### src/rtl/pinmux_pkg.sv
// Package: shared register offsets and access decode type for the pin multiplexer.
// Assumes byte offsets fit in eight bits; the top module widens or narrows as needed.
package pinmux_pkg;

    localparam logic [7:0] OFF_SEL  = 8'h04;
    localparam logic [7:0] OFF_DIR  = 8'h08;
    localparam logic [7:0] OFF_DATA = 8'h0C;

    typedef enum logic [1:0] {
        ACC_NONE = 2'd0,
        ACC_SEL  = 2'd1,
        ACC_DIR  = 2'd2,
        ACC_DATA = 2'd3
    } acc_kind_e;

endpackage

### src/rtl/pinmux_regfile.sv
// Module: pinmux_regfile
// Holds the select, direction and output-latch registers and decodes the offset.
// Assumes a synchronous active-low reset; select bits follow the strap during reset,
// so the level at the final reset edge is the one that remains after release.
module pinmux_regfile
    import pinmux_pkg::*;
#(
    parameter int N      = 16,
    parameter int ADDR_W = 8
) (
    input  logic              clk,
    input  logic              rst_n,
    input  logic              strap_alt,
    input  logic [ADDR_W-1:0] reg_addr,
    input  logic              reg_wr,
    input  logic [N-1:0]      reg_wdata,
    output acc_kind_e         acc_kind,
    output logic [N-1:0]      sel_q,
    output logic [N-1:0]      dir_q,
    output logic [N-1:0]      dout_q
);

    // Decode the byte offset into the register it addresses.
    always_comb begin
        if (reg_addr == ADDR_W'(OFF_SEL))
            acc_kind = ACC_SEL;
        else if (reg_addr == ADDR_W'(OFF_DIR))
            acc_kind = ACC_DIR;
        else if (reg_addr == ADDR_W'(OFF_DATA))
            acc_kind = ACC_DATA;
        else
            acc_kind = ACC_NONE;
    end

    // Select register: tracks the strap in reset, software-written afterwards.
    always_ff @(posedge clk) begin
        if (!rst_n)
            sel_q <= {N{strap_alt}};
        else if (reg_wr && acc_kind == ACC_SEL)
            sel_q <= reg_wdata;
    end

    // Direction register: all inputs after reset.
    always_ff @(posedge clk) begin
        if (!rst_n)
            dir_q <= '0;
        else if (reg_wr && acc_kind == ACC_DIR)
            dir_q <= reg_wdata;
    end

    // Output latch: zero after reset, written through the data offset.
    always_ff @(posedge clk) begin
        if (!rst_n)
            dout_q <= '0;
        else if (reg_wr && acc_kind == ACC_DATA)
            dout_q <= reg_wdata;
    end

endmodule

### src/rtl/pinmux_pin.sv
// Module: pinmux_pin
// One pin slice: picks the pad driver and enable, gates the alternate input,
// and forms the GPIO readback bit. Purely combinational.
module pinmux_pin (
    input  logic sel,
    input  logic dir,
    input  logic dout,
    input  logic alt_out,
    input  logic alt_oe,
    input  logic pad_in,
    output logic pad_out,
    output logic pad_oe,
    output logic alt_in,
    output logic gpio_rd
);

    // Route output value and enable from the chosen owner of the pin.
    always_comb begin
        if (sel) begin
            pad_out = alt_out;
            pad_oe  = alt_oe;
        end else begin
            pad_out = dout;
            pad_oe  = dir;
        end
    end

    // Deliver the pad level to the alternate function only when it owns the pin.
    always_comb alt_in = sel & pad_in;

    // GPIO view of the pin: latch for outputs, live pad for inputs, zero if alternate.
    always_comb begin
        if (sel)
            gpio_rd = 1'b0;
        else if (dir)
            gpio_rd = dout;
        else
            gpio_rd = pad_in;
    end

endmodule

### src/rtl/pinmux_readback.sv
// Module: pinmux_readback
// Combinational read-data multiplexer; undefined offsets read zero.
module pinmux_readback
    import pinmux_pkg::*;
#(
    parameter int N = 16
) (
    input  acc_kind_e    acc_kind,
    input  logic [N-1:0] sel_q,
    input  logic [N-1:0] dir_q,
    input  logic [N-1:0] gpio_rd,
    output logic [N-1:0] reg_rdata
);

    // Select the register image addressed this cycle.
    always_comb begin
        unique case (acc_kind)
            ACC_SEL:  reg_rdata = sel_q;
            ACC_DIR:  reg_rdata = dir_q;
            ACC_DATA: reg_rdata = gpio_rd;
            default:  reg_rdata = '0;
        endcase
    end

endmodule

### src/rtl/strap_pinmux_port.sv
// Module: strap_pinmux_port
// Top of the strap-configured GPIO pin multiplexer. Wires the register file,
// one pin slice per pin, and the read multiplexer. Assumes alternate-function
// sources and pad electrical behaviour live outside this block.
module strap_pinmux_port
    import pinmux_pkg::*;
#(
    parameter int N      = 16,
    parameter int ADDR_W = 8
) (
    input  logic              clk,
    input  logic              rst_n,
    input  logic              strap_alt,
    input  logic [ADDR_W-1:0] reg_addr,
    input  logic              reg_wr,
    input  logic [N-1:0]      reg_wdata,
    output logic [N-1:0]      reg_rdata,
    input  logic [N-1:0]      alt_out,
    input  logic [N-1:0]      alt_oe,
    output logic [N-1:0]      alt_in,
    input  logic [N-1:0]      pad_in,
    output logic [N-1:0]      pad_out,
    output logic [N-1:0]      pad_oe
);

    acc_kind_e    acc_kind;
    logic [N-1:0] sel_q;
    logic [N-1:0] dir_q;
    logic [N-1:0] dout_q;
    logic [N-1:0] gpio_rd;

    pinmux_regfile #(.N(N), .ADDR_W(ADDR_W)) u_regs (
        .clk       (clk),
        .rst_n     (rst_n),
        .strap_alt (strap_alt),
        .reg_addr  (reg_addr),
        .reg_wr    (reg_wr),
        .reg_wdata (reg_wdata),
        .acc_kind  (acc_kind),
        .sel_q     (sel_q),
        .dir_q     (dir_q),
        .dout_q    (dout_q)
    );

    for (genvar g = 0; g < N; g++) begin : g_pin
        pinmux_pin u_pin (
            .sel     (sel_q[g]),
            .dir     (dir_q[g]),
            .dout    (dout_q[g]),
            .alt_out (alt_out[g]),
            .alt_oe  (alt_oe[g]),
            .pad_in  (pad_in[g]),
            .pad_out (pad_out[g]),
            .pad_oe  (pad_oe[g]),
            .alt_in  (alt_in[g]),
            .gpio_rd (gpio_rd[g])
        );
    end

    pinmux_readback #(.N(N)) u_rd (
        .acc_kind  (acc_kind),
        .sel_q     (sel_q),
        .dir_q     (dir_q),
        .gpio_rd   (gpio_rd),
        .reg_rdata (reg_rdata)
    );

endmodule

### config.mk
export PLATFORM = sky130hd
export DESIGN_NAME = strap_pinmux_port
export DESIGN_NICKNAME = d
export VERILOG_FILES = /design/src/rtl/pinmux_pkg.sv /design/src/rtl/pinmux_regfile.sv /design/src/rtl/pinmux_pin.sv /design/src/rtl/pinmux_readback.sv /design/src/rtl/strap_pinmux_port.sv
export SDC_FILE = /design/constraint.sdc
export NUM_CORES = 1
export LEC_CHECK = 0
export BUFFER_PORTS_ARGS = -buffer_cell sky130_fd_sc_hd__clkbuf_2
export CAP_MARGIN = 30
export CORE_ASPECT_RATIO = 1.4
export CORE_UTILIZATION = 40
export CTS_CLUSTER_DIAMETER = 120
export DETAILED_ROUTE_END_ITERATION = 8
export PLACE_DENSITY_LB_ADDON = 0.25
export SLEW_MARGIN = 20
export SYNTH_ARGS = -nofsm -noshare
export SYNTH_HDL_FRONTEND = slang
export SYNTH_SLANG_ARGS = --single-unit
### constraint.sdc
create_clock -name clk -period 4.05 [get_ports clk]
set_clock_uncertainty 0.05 [all_clocks]
set_input_delay 0.6075 -clock clk [delete_from_list [all_inputs] [get_ports clk]]
set_output_delay 0.6075 -clock clk [all_outputs]
set_load 0.03 [all_outputs]
==> impl_metrics.env, run 1 <==
export IMPL_dpl_worst_slack_ps=1310
export IMPL_routed_top_layer="met4"
export IMPL_power_mw=1.12
export IMPL_first_global_vias=2530
export IMPL_fraction_of_layout_cells_with_a_size_suffix_above_1_pct=36.3
export IMPL_layout_nets=541
export IMPL_holdPathStages=2
export IMPL_numClockSinks=48
export IMPL_maxSlewViolCount=0
export IMPL_gr_total_overflow=0
export IMPL_place_congestion=0.718
export IMPL_synth_area_sq_um=3210
export IMPL_post_synth_inst_count=382
export IMPL_drt_antenna_violating_nets=0
export IMPL_postPlaceCellArea_sq_um=3600
export IMPL_setup_repair_after_global_routing_missed_its_margin="no"
export IMPL_leakage_nw=1.99
export IMPL_floorplan_initialDensity_pct=41.5
export IMPL_finalHoldViolations=0
export IMPL_max_vdd_ir_drop_uv=216
export IMPL_post_route_worst_setup_slack_ps=1300
export IMPL_insertedDiodeCount=0
export IMPL_wl_met3_microns=346
export IMPL_vias_per_cell=4.83
export IMPL_htree_num_levels=2
export IMPL_fp_dieH_microns=108
export IMPL_synth_avg_cell_area_sq_um=8.41
export IMPL_hold_ws_ps=416
export IMPL_slew_limit_headroom_pct=42.4
export IMPL_worstSetupPathType="primary input to output port"
export IMPL_worstSetupStartpointType="primary input"
export IMPL_most_common_layout_cells="sky130_fd_sc_hd__clkbuf_2 (139), sky130_fd_sc_hd__nand2_1 (114), sky130_fd_sc_hd__mux2i_1 (32), sky130_fd_sc_hd__dfxtp_1 (32)"
export IMPL_synthToLayoutAreaGrowth_pct=15.3
export IMPL_boundaryPins=140
export IMPL_drtPass1Iterations=5
export IMPL_route_met2_wl_microns=3700
export IMPL_cts_resized=0
export IMPL_fin_setup_tns_ps=0
export IMPL_clock_root_buffer="sky130_fd_sc_hd__clkbuf_8"
export IMPL_hold_path_class="flip-flop to flip-flop"
export IMPL_cpMaxStageDelayCell="sky130_fd_sc_hd__clkbuf_2"
export IMPL_area_of_all_sequential_standard_cells_sq_um=1120
export IMPL_grt_pass1_wl_microns=11700
export IMPL_run_status="complete, no violations"
export IMPL_worst_ep_arrival_time_ps=2090
export IMPL_antenna_violations_before_repair=0
export IMPL_final_min_period_over_clock_period_pct=67.8
export IMPL_mappedNetlistNets=458
export IMPL_cts_hold_repair_buffers=0
export IMPL_post_route_cell_area_sq_um=3700
export IMPL_routed_via_count=2736
export IMPL_finalWirelength_microns=7370
export IMPL_cts_inserted_buffers=5
export IMPL_post_cts_repair_setup_buffers=0
export IMPL_multi_input_area_sq_um=1630
export IMPL_crit_chain="clkbuf_2 > buf_4 > nor4bb_1 > a21oi_1 > o21ai_0 > clkbuf_2"
export IMPL_critical_path_required_ps=3390
export IMPL_placedCellCount=558
export IMPL_critPathMostFrequentCell="sky130_fd_sc_hd__clkbuf_2"
export IMPL_wl_met1_microns=3250
export IMPL_power_density_nw_per_um2=301
export IMPL_synth_cell_type_count=24
export IMPL_io_buffers=139
export IMPL_yosysSeqAreaShare_pct=34.9
export IMPL_die_area_sq_um=8400
export IMPL_die_width_microns=77.7
export IMPL_cts_tree="yes"
export IMPL_clock_path_buffers=2
export IMPL_detailed_route_wire_length_per_cell_microns=13.0
export IMPL_utilization_after_layout_pct=47.8
export IMPL_clk_transition_reported_paths_ps=80
export IMPL_grt_usage_pct=17.7
export IMPL_dp_final_hpwl_microns=5530
export IMPL_filler_cell_count=789
export IMPL_rr_worst_depth=2
export IMPL_final_cell_count_no_fill=566
export IMPL_critPathCaptureType="output port"
export IMPL_max_cap_viol_count=0
export IMPL_synth_ff_latch_count=48
export IMPL_placementRows=38
export IMPL_max_stage_delay_ps=360
export IMPL_fmaxAchievable_ghz=0.364
export IMPL_worstPathMaxFanout=22
export IMPL_grt_max_degree=32
export IMPL_placeableCoreArea_sq_um=7750
export IMPL_final_period_minus_worst_setup_slack_ps=2750
export IMPL_drc_errors=0
export IMPL_clock_insertion_delay_at_the_later_pin_of_the_skew_report_ps=290
export IMPL_detail_route_iter0_violations=75
export IMPL_setup_viol_count_final=0
export IMPL_layout_commonest_cell="sky130_fd_sc_hd__clkbuf_2"
export IMPL_worstMarginPinSlew_ps=864
export IMPL_yosys_warnings=0
-- kinds of logic after synthesis --
group,Yosys count,synth area share (%)
simple gates,187,29.1
mux,48,15.6
compound gates,33,5.92
buf+inv,66,14.5
flops,48,34.9
-- synth_stat cells --
cell type                  number  area, sq um
sky130_fd_sc_hd__a21oi_1       16         80.1
sky130_fd_sc_hd__and2_1        16          100
sky130_fd_sc_hd__and3_1         1         6.26
sky130_fd_sc_hd__and3b_1       10         87.6
sky130_fd_sc_hd__buf_1          1         3.75
sky130_fd_sc_hd__buf_2          3         15.0
sky130_fd_sc_hd__buf_4         48          360
sky130_fd_sc_hd__buf_6          3         33.8
sky130_fd_sc_hd__buf_8          1         15.0
sky130_fd_sc_hd__clkbuf_1      10         37.5
sky130_fd_sc_hd__dfxtp_1       32          641
sky130_fd_sc_hd__edfxtp_1      16          480
sky130_fd_sc_hd__mux2_2        16          180
sky130_fd_sc_hd__mux2i_1       32          320
sky130_fd_sc_hd__nand2_1      114          428
sky130_fd_sc_hd__nand2b_1      17          106
sky130_fd_sc_hd__nand3_1       17         85.1
sky130_fd_sc_hd__nand4_4        1         21.3
sky130_fd_sc_hd__nand4b_4       1         23.8
sky130_fd_sc_hd__nor2_1         3         11.3
sky130_fd_sc_hd__nor2b_1        1         6.26
sky130_fd_sc_hd__nor4bb_1       6         60.1
sky130_fd_sc_hd__o211ai_1      10         75.1
sky130_fd_sc_hd__o21ai_0        7         35.0
-- power breakdown --
part | switching (mW) | internal, mW
sequential | 0.0226 | 0.516
clock | 0.152 | 0.183
combinational | 0.147 | 0.0940
total | 0.321 | 0.794
-- routing by layer --
metal  track usage [%]  vias up
met5                 0        -
met4              4.45        0
met3              2.53        5
met2              32.3       96
met1              21.7     1227
li1                  -     1408
-- cell type report --
type / instances / share of cell area, %
flip-flops and latches: 48 / 30.3
well taps: 100 / 3.38
clock buffers: 6 / 1.96
repair buffers: 142 / 19.4
clock inverters: 2 / 0.946
multi-input cells: 268 / 44.1
-- state kept, by name, indices dropped and copies added (netlist names) --
name           cells
u_regs.dir_q      16
u_regs.dout_q     16
u_regs.sel_q      16
-- worst max-delay path: cells and delay by family --
kind                   cells  cell delay, ps
buffers and inverters      3             890
AOI/OAI and AO/OA          2             250
and+or+nand+nor            1             320
-- worst paths after layout --
path | startpoint | end | slack, ps
min reg2reg | u_regs.dout_q[10]$_SDFFE_PN0P_ | u_regs.dout_q[10]$_SDFFE_PN0P_ | 420
max reg2reg | u_regs.dir_q[1]$_SDFFE_PN0P_ | u_regs.dir_q[1]$_SDFFE_PN0P_ | 3300
min | u_regs.dout_q[10]$_SDFFE_PN0P_ | u_regs.dout_q[10]$_SDFFE_PN0P_ | 420
max | reg_addr[2] | reg_rdata[5] | 1300
No activity file was read; power rests on OpenSTA's default activity.
==> run 2, diff against run 1 <==
--- a/config.mk
+++ b/config.mk
@@ -5,6 +5,7 @@
 export SDC_FILE = /design/constraint.sdc
 export NUM_CORES = 1
 export LEC_CHECK = 0
+export ABC_AREA = 1
 export BUFFER_PORTS_ARGS = -buffer_cell sky130_fd_sc_hd__clkbuf_2
 export CAP_MARGIN = 30
 export CORE_ASPECT_RATIO = 1.4
==> constraint.sdc (replaced) <==
create_clock -name clk -period 2.25 [get_ports clk]
set_clock_uncertainty 0.05 [all_clocks]
set_input_delay 0.3375 -clock clk [delete_from_list [all_inputs] [get_ports clk]]
set_output_delay 0.3375 -clock clk [all_outputs]
set_load 0.03 [all_outputs]
==> run 2 against run 1 <==
Worst setup slack got worse by 930 ps. Critical path depth rose by 2. Final area rose by 6.0%. First-iteration DRC count rose by 37%. Clock power rose by 110%. Synthesized area rose by 4.9%. Clock-buffer cell count rose by 1. Combinational power rose by 78%. Flip-flop and latch count did not move. Largest cell class unchanged.
==> impl_metrics.env, run 2 <==
export IMPL_run_status="complete, no violations"
export IMPL_synth_area_sq_um=3370
export IMPL_cpMaxStageDelayCell="sky130_fd_sc_hd__buf_4"
export IMPL_worstSetupStartpointType="primary input"
export IMPL_worstPathMaxFanout=17
export IMPL_floorplan_initialDensity_pct=41.4
export IMPL_worstSetupPathType="primary input to output port"
export IMPL_synthToLayoutAreaGrowth_pct=16.5
export IMPL_grt_pass1_wl_microns=11700
export IMPL_filler_cell_count=848
export IMPL_power_density_nw_per_um2=537
export IMPL_switchingPower_mw=0.612
export IMPL_r2r_slack_ps=1570
export IMPL_yosys_warnings=0
export IMPL_cts_tree="yes"
export IMPL_grt_max_degree=49
export IMPL_finalWirelength_microns=7300
export IMPL_final_cell_count_no_fill=691
export IMPL_p_int_mw=1.50
export IMPL_critPathCaptureType="output port"
export IMPL_antenna_violations_before_repair=0
export IMPL_cts_resized=0
export IMPL_worst_ep_arrival_time_ps=1490
export IMPL_synth_edff_count=16
export IMPL_mappedNetlistNets=582
export IMPL_yosysSeqAreaShare_pct=33.3
export IMPL_max_stage_delay_ps=280
export IMPL_drt_antenna_violating_nets=0
export IMPL_die_area_sq_um=8800
export IMPL_crit_chain="clkbuf_2 > nor2_1 > nand2_1 > nor3_4 > buf_4 > nand2_1 > nand3_1 > clkbuf_2"
export IMPL_place_congestion=0.795
export IMPL_clock_path_buffers=2
export IMPL_fraction_of_layout_cells_with_a_size_suffix_above_1_pct=29.5
export IMPL_post_cts_repair_setup_buffers=0
export IMPL_synth_cell_type_count=17
export IMPL_hold_path_class="primary input to flip-flop"
export IMPL_finalHoldViolations=0
export IMPL_grt_usage_pct=16.4
export IMPL_insertedDiodeCount=0
export IMPL_fmaxAchievable_ghz=0.533
export IMPL_layout_commonest_cell="sky130_fd_sc_hd__nand2_1"
export IMPL_maxSlewViolCount=0
export IMPL_final_min_period_over_clock_period_pct=83.3
export IMPL_ys_flop_type="sky130_fd_sc_hd__dfxtp_1"
export IMPL_placementRows=39
export IMPL_largestRegisters="u_regs.dir_q (16), u_regs.dout_q (16), u_regs.sel_q (16)"
export IMPL_power_mw=2.11
export IMPL_synth_cells_most_frequent="sky130_fd_sc_hd__nand2_1 (152), sky130_fd_sc_hd__buf_4 (51), sky130_fd_sc_hd__inv_1 (50)"
export IMPL_utilization_after_layout_pct=48.2
export IMPL_area_of_all_sequential_standard_cells_sq_um=1120
export IMPL_clock_insertion_delay_at_the_later_pin_of_the_skew_report_ps=280
export IMPL_synth_avg_cell_area_sq_um=6.66
export IMPL_gr_total_overflow=0
export IMPL_synth_top_area_cell="sky130_fd_sc_hd__dfxtp_1"
export IMPL_clock_power_share_pct=33.3
export IMPL_cts_inserted_buffers=5
export IMPL_clock_root_buffer="sky130_fd_sc_hd__clkbuf_16"
export IMPL_numClockSinks=48
export IMPL_detail_route_iter0_violations=103
export IMPL_detailed_route_wire_length_per_cell_microns=10.6
export IMPL_yosys_cell_count_top_type="sky130_fd_sc_hd__nand2_1"
export IMPL_cts_hold_repair_buffers=0
export IMPL_dp_final_hpwl_microns=5230
export IMPL_setup_viol_count_final=0
export IMPL_critical_path_required_ps=1860
export IMPL_boundaryPins=140
export IMPL_slew_limit_headroom_pct=66.4
export IMPL_power_share_switching_pct=29.0
export IMPL_placeableCoreArea_sq_um=8150
export IMPL_io_buffers=139
export IMPL_synth_async_reset_ratio_pct=0
export IMPL_routed_via_count=3253
export IMPL_setup_repair_after_global_routing_missed_its_margin="no"
export IMPL_synth_top_cells_by_area="sky130_fd_sc_hd__dfxtp_1 (19%), sky130_fd_sc_hd__nand2_1 (17%), sky130_fd_sc_hd__edfxtp_1 (14%)"
export IMPL_most_common_layout_cells="sky130_fd_sc_hd__nand2_1 (152), sky130_fd_sc_hd__clkbuf_2 (139), sky130_fd_sc_hd__inv_1 (50)"
export IMPL_fp_dieH_microns=111
export IMPL_leakage_nw=1.99
export IMPL_multi_input_area_sq_um=1570
export IMPL_comb_power_share_pct=20.4
export IMPL_die_width_microns=79.6
export IMPL_placedCellCount=683
export IMPL_final_period_minus_worst_setup_slack_ps=1870
export IMPL_synth_top_cell_area_share_pct=19.0
export IMPL_layout_nets=664
export IMPL_drc_errors=0
export IMPL_max_cap_viol_count=0
export IMPL_pwr_share_seq_pct=46.3
export IMPL_critPathBufInv=3
export IMPL_htree_num_levels=2
export IMPL_synth_ff_latch_count=48
export IMPL_drtPass1Iterations=4
export IMPL_post_synth_inst_count=506
export IMPL_fin_setup_tns_ps=0
export IMPL_post_route_worst_setup_slack_ps=375
export IMPL_dpl_worst_slack_ps=351
export IMPL_vias_per_cell=4.71
export IMPL_worstMarginPinSlew_ps=504
export IMPL_cell_class_contributing_the_biggest_share_of_worst_path_delay="simple AND/OR/NAND/NOR gates"
export IMPL_clk_transition_reported_paths_ps=60
export IMPL_first_global_vias=2761
export IMPL_max_vdd_ir_drop_uv=266
## run 2: changes by cell type after synthesis, moves of 16 or more
cell	delta
sky130_fd_sc_hd__nand2_1	+38
sky130_fd_sc_hd__and2_1	-16
sky130_fd_sc_hd__nor2_1	+32
sky130_fd_sc_hd__nand3_1	+31
sky130_fd_sc_hd__mux2i_1	-32
sky130_fd_sc_hd__nand2b_1	-17
sky130_fd_sc_hd__inv_1	+50
sky130_fd_sc_hd__o21ai_0	+25
sky130_fd_sc_hd__a21oi_1	+32
## run 2: final cells by class
cell class,count,share of cell area [%]
Clock inverter,1,0.127
Inverter,51,4.88
Multi-Input combinational cell,335,39.9
Clock buffer,7,3.38
Timing Repair Buffer,147,19.9
Sequential cell,48,28.6
Tap cell,102,3.25
## run 2: metal layers
metal / track usage, % / part of all wire [%] / vias up
met1: 19.3 / 42 / 1417
met3: 1.98 / 4.9 / 9
met5: 0 / 0 / -
met4: 4.73 / 1.3 / 0
met2: 30.0 / 52 / 98
li1: - / - / 1729
## run 2: final timing paths
kind | depth (start not counted) | from | endpoint
worst max register to register | 2 | u_regs.dir_q[13]$_SDFFE_PN0P_ | u_regs.dir_q[13]$_SDFFE_PN0P_
worst min-delay path | 5 | reg_wdata[1] | u_regs.dout_q[1]$_SDFFE_PN0P_
worst min register to register | 2 | u_regs.dout_q[12]$_SDFFE_PN0P_ | u_regs.dout_q[12]$_SDFFE_PN0P_
worst max-delay path | 8 | reg_addr[7] | reg_rdata[7]
## run 2: stage by stage
stage	hold slack (ps)	cell area, sq um
2_1_floorplan	419	3370
3_3_place_gp	440	3790
3_5_place_dp	447	3790
4_1_cts	350	3930
5_1_grt	366	3930
6_report	354	3930
## run 2: logic make-up after synthesis
family                 count (synthesis)  synth area share [%]
multiplexers                          16                  5.35
flip-flops                            48                  33.3
AO/OA/AOI/OAI                         80                  11.9
AND/OR/NAND/NOR                      239                  29.0
buffers and inverters                123                  20.5
## run 2: power groups by stage
stage	clock, mW	sequential, mW	combinational [mW]
final	0.703	0.977	0.430
after global routing	0.755	0.982	0.471
after CTS	0.725	0.976	0.435
after detailed placement	0	0.994	0.435
after global placement	0	0.993	0.427
after floorplan	0	0.981	0.368
## run 2: worst reg2reg max path, stage by stage (launching register included)
cell and delay [ps]:
sky130_fd_sc_hd__dfxtp_1 330, sky130_fd_sc_hd__a21oi_1 140, sky130_fd_sc_hd__nor2_1 60
==> run 3, diff against run 2 <==
==> constraint.sdc (replaced) <==
create_clock -name clk -period 1.71 [get_ports clk]
set_clock_uncertainty 0.05 [all_clocks]
set_input_delay 0.2565 -clock clk [delete_from_list [all_inputs] [get_ports clk]]
set_output_delay 0.2565 -clock clk [all_outputs]
set_load 0.03 [all_outputs]
==> run 3 against run 2 <==
Sequential share of layout area fell by 1.5 points. Non-clock buffer count grew 9. Die area is the same. Flip-flop and latch count stayed put. Largest cell class unchanged. Via count is 2.6% higher. Core utilization grew 2.7 points. Hold slack lost 90 ps. Global-route usage is 1.3 points higher. Sequential power grew 31%.
==> impl_metrics.env, run 3 (synthesis results as in run 2) <==
export IMPL_fp_dieH_microns=111
export IMPL_final_min_period_over_clock_period_pct=95.8
export IMPL_dpl_worst_slack_ps=14.3
export IMPL_most_common_layout_cells="sky130_fd_sc_hd__nand2_1 (150), sky130_fd_sc_hd__clkbuf_2 (123), sky130_fd_sc_hd__inv_1 (50)"
export IMPL_htree_num_levels=2
export IMPL_max_stage_delay_ps=290
export IMPL_insertedDiodeCount=0
export IMPL_grt_usage_pct=17.6
export IMPL_layout_nets=673
export IMPL_max_vdd_ir_drop_uv=484
export IMPL_floorplan_initialDensity_pct=41.4
export IMPL_power_mw=3.04
export IMPL_finalWirelength_microns=7680
export IMPL_setup_viol_count_final=0
export IMPL_largestRegisters="u_regs.dir_q (16), u_regs.dout_q (16), u_regs.sel_q (16)"
export IMPL_gr_total_overflow=0
export IMPL_critical_path_required_ps=1400
export IMPL_placeableCoreArea_sq_um=8150
export IMPL_filler_cell_count=816
export IMPL_numClockSinks=48
export IMPL_fraction_of_layout_cells_with_a_size_suffix_above_1_pct=31.9
export IMPL_worstMarginPinSlew_ps=512
export IMPL_die_area_sq_um=8800
export IMPL_drt_antenna_violating_nets=0
export IMPL_max_cap_viol_count=0
export IMPL_synthToLayoutAreaGrowth_pct=23.1
export IMPL_hold_ws_ps=264
export IMPL_first_global_vias=2913
export IMPL_cts_inserted_buffers=5
export IMPL_boundaryPins=140
export IMPL_drtPass1Iterations=4
export IMPL_clock_path_buffers=2
export IMPL_vias_per_cell=4.77
export IMPL_detail_route_iter0_violations=177
export IMPL_detailed_route_wire_length_per_cell_microns=11.0
export IMPL_io_buffers=139
export IMPL_critPathBufInv=3
export IMPL_cts_tree="yes"
export IMPL_worst_ep_arrival_time_ps=1330
export IMPL_clk_transition_reported_paths_ps=60
export IMPL_final_period_minus_worst_setup_slack_ps=1640
export IMPL_routed_via_count=3337
export IMPL_post_route_worst_setup_slack_ps=71.9
export IMPL_post_route_cell_area_sq_um=4150
export IMPL_maxSlewViolCount=0
export IMPL_multi_input_area_sq_um=1590
export IMPL_power_density_nw_per_um2=732
export IMPL_leakage_nw=2.10
export IMPL_area_of_all_sequential_standard_cells_sq_um=1120
export IMPL_cpMaxStageDelayCell="sky130_fd_sc_hd__nor3_4"
export IMPL_cell_class_contributing_the_biggest_share_of_worst_path_delay="simple AND/OR/NAND/NOR gates"
export IMPL_clock_insertion_delay_at_the_later_pin_of_the_skew_report_ps=280
export IMPL_fin_setup_tns_ps=0
export IMPL_worstSetupPathType="primary input to output port"
export IMPL_dp_final_hpwl_microns=5640
export IMPL_r2r_slack_ps=1030
export IMPL_drc_errors=0
export IMPL_placementRows=39
export IMPL_postPlaceCellArea_sq_um=3880
export IMPL_worstPathMaxFanout=5
export IMPL_finalHoldViolations=0
export IMPL_crit_chain="clkbuf_2 > nor2_2 > nand2_2 > nor3_4 > buf_6 > nand2_1 > nand3_1 > clkbuf_4"
export IMPL_critPathCaptureType="output port"
export IMPL_grt_pass1_wl_microns=12600
export IMPL_antenna_violations_before_repair=0
export IMPL_run_status="complete, no violations"
export IMPL_worstSetupStartpointType="primary input"
export IMPL_place_congestion=0.776
export IMPL_layout_commonest_cell="sky130_fd_sc_hd__nand2_1"
export IMPL_clock_root_buffer="sky130_fd_sc_hd__clkbuf_16"
export IMPL_slew_limit_headroom_pct=65.8
export IMPL_hold_path_class="primary input to flip-flop"
export IMPL_die_width_microns=79.6
export IMPL_fmaxAchievable_ghz=0.610
export IMPL_grt_max_degree=35
==> run 3: final timing paths <==
check / from / to / cells past startpoint
max: reg_addr[5] / reg_rdata[1] / 8
min: reg_wdata[3] / u_regs.dout_q[3]$_SDFFE_PN0P_ / 5
max reg2reg: u_regs.dir_q[9]$_SDFFE_PN0P_ / u_regs.dir_q[9]$_SDFFE_PN0P_ / 2
min reg2reg: u_regs.dout_q[11]$_SDFFE_PN0P_ / u_regs.dout_q[11]$_SDFFE_PN0P_ / 2
==> run 3: what timing repair did <==
action | 4_1_cts | 5_1_grt
hold buffers | 0 | 0
endpoints found under the setup margin | 0 | 16
buffers inserted | 0 | 0
gates resized for setup | 0 | 57
hold endpoints to repair | 0 | 0
==> run 3: where the power goes <==
| group | leakage (nW) | switching, mW | internal, mW | total [mW] |
|---|---|---|---|---|
| registers | 0.414 | 0.0571 | 1.22 | 1.28 |
| clock network | 0.0901 | 0.408 | 0.770 | 1.18 |
| logic | 1.59 | 0.366 | 0.211 | 0.577 |
| total | 2.10 | 0.831 | 2.21 | 3.04 |
==> run 3: area by class of cell <==
class	instances	share of cell area (%)
clock buffers	7	3.68
clock inverters	1	0.724
inverters	51	4.62
multi-input cells	335	38.3
flip-flops and latches	48	27.0
well taps	102	3.08
repair buffers	156	22.6
==> run 3: per-layer routing <==
metal / vias to the layer above / share of wire [%] / GRT usage (%)
li1: 1749 / - / -
met1: 1478 / 44 / 21.9
met2: 104 / 50 / 31.2
met3: 6 / 5.0 / 2.31
met4: 0 / 0.79 / 4.61
met5: - / 0 / 0
==> run 3: worst reg2reg max path, stage by stage (launching register included) <==
cell and delay, ps:
sky130_fd_sc_hd__dfxtp_1 340, sky130_fd_sc_hd__a21oi_1 130, sky130_fd_sc_hd__nor2_1 60
==> run 3: metrics by stage <==
step	utilization, %	std cells
6_report	50.9	700
5_1_grt	50.9	700
4_1_cts	49.9	700
3_5_place_dp	47.7	692
3_3_place_gp	47.7	692
2_1_floorplan	-	506
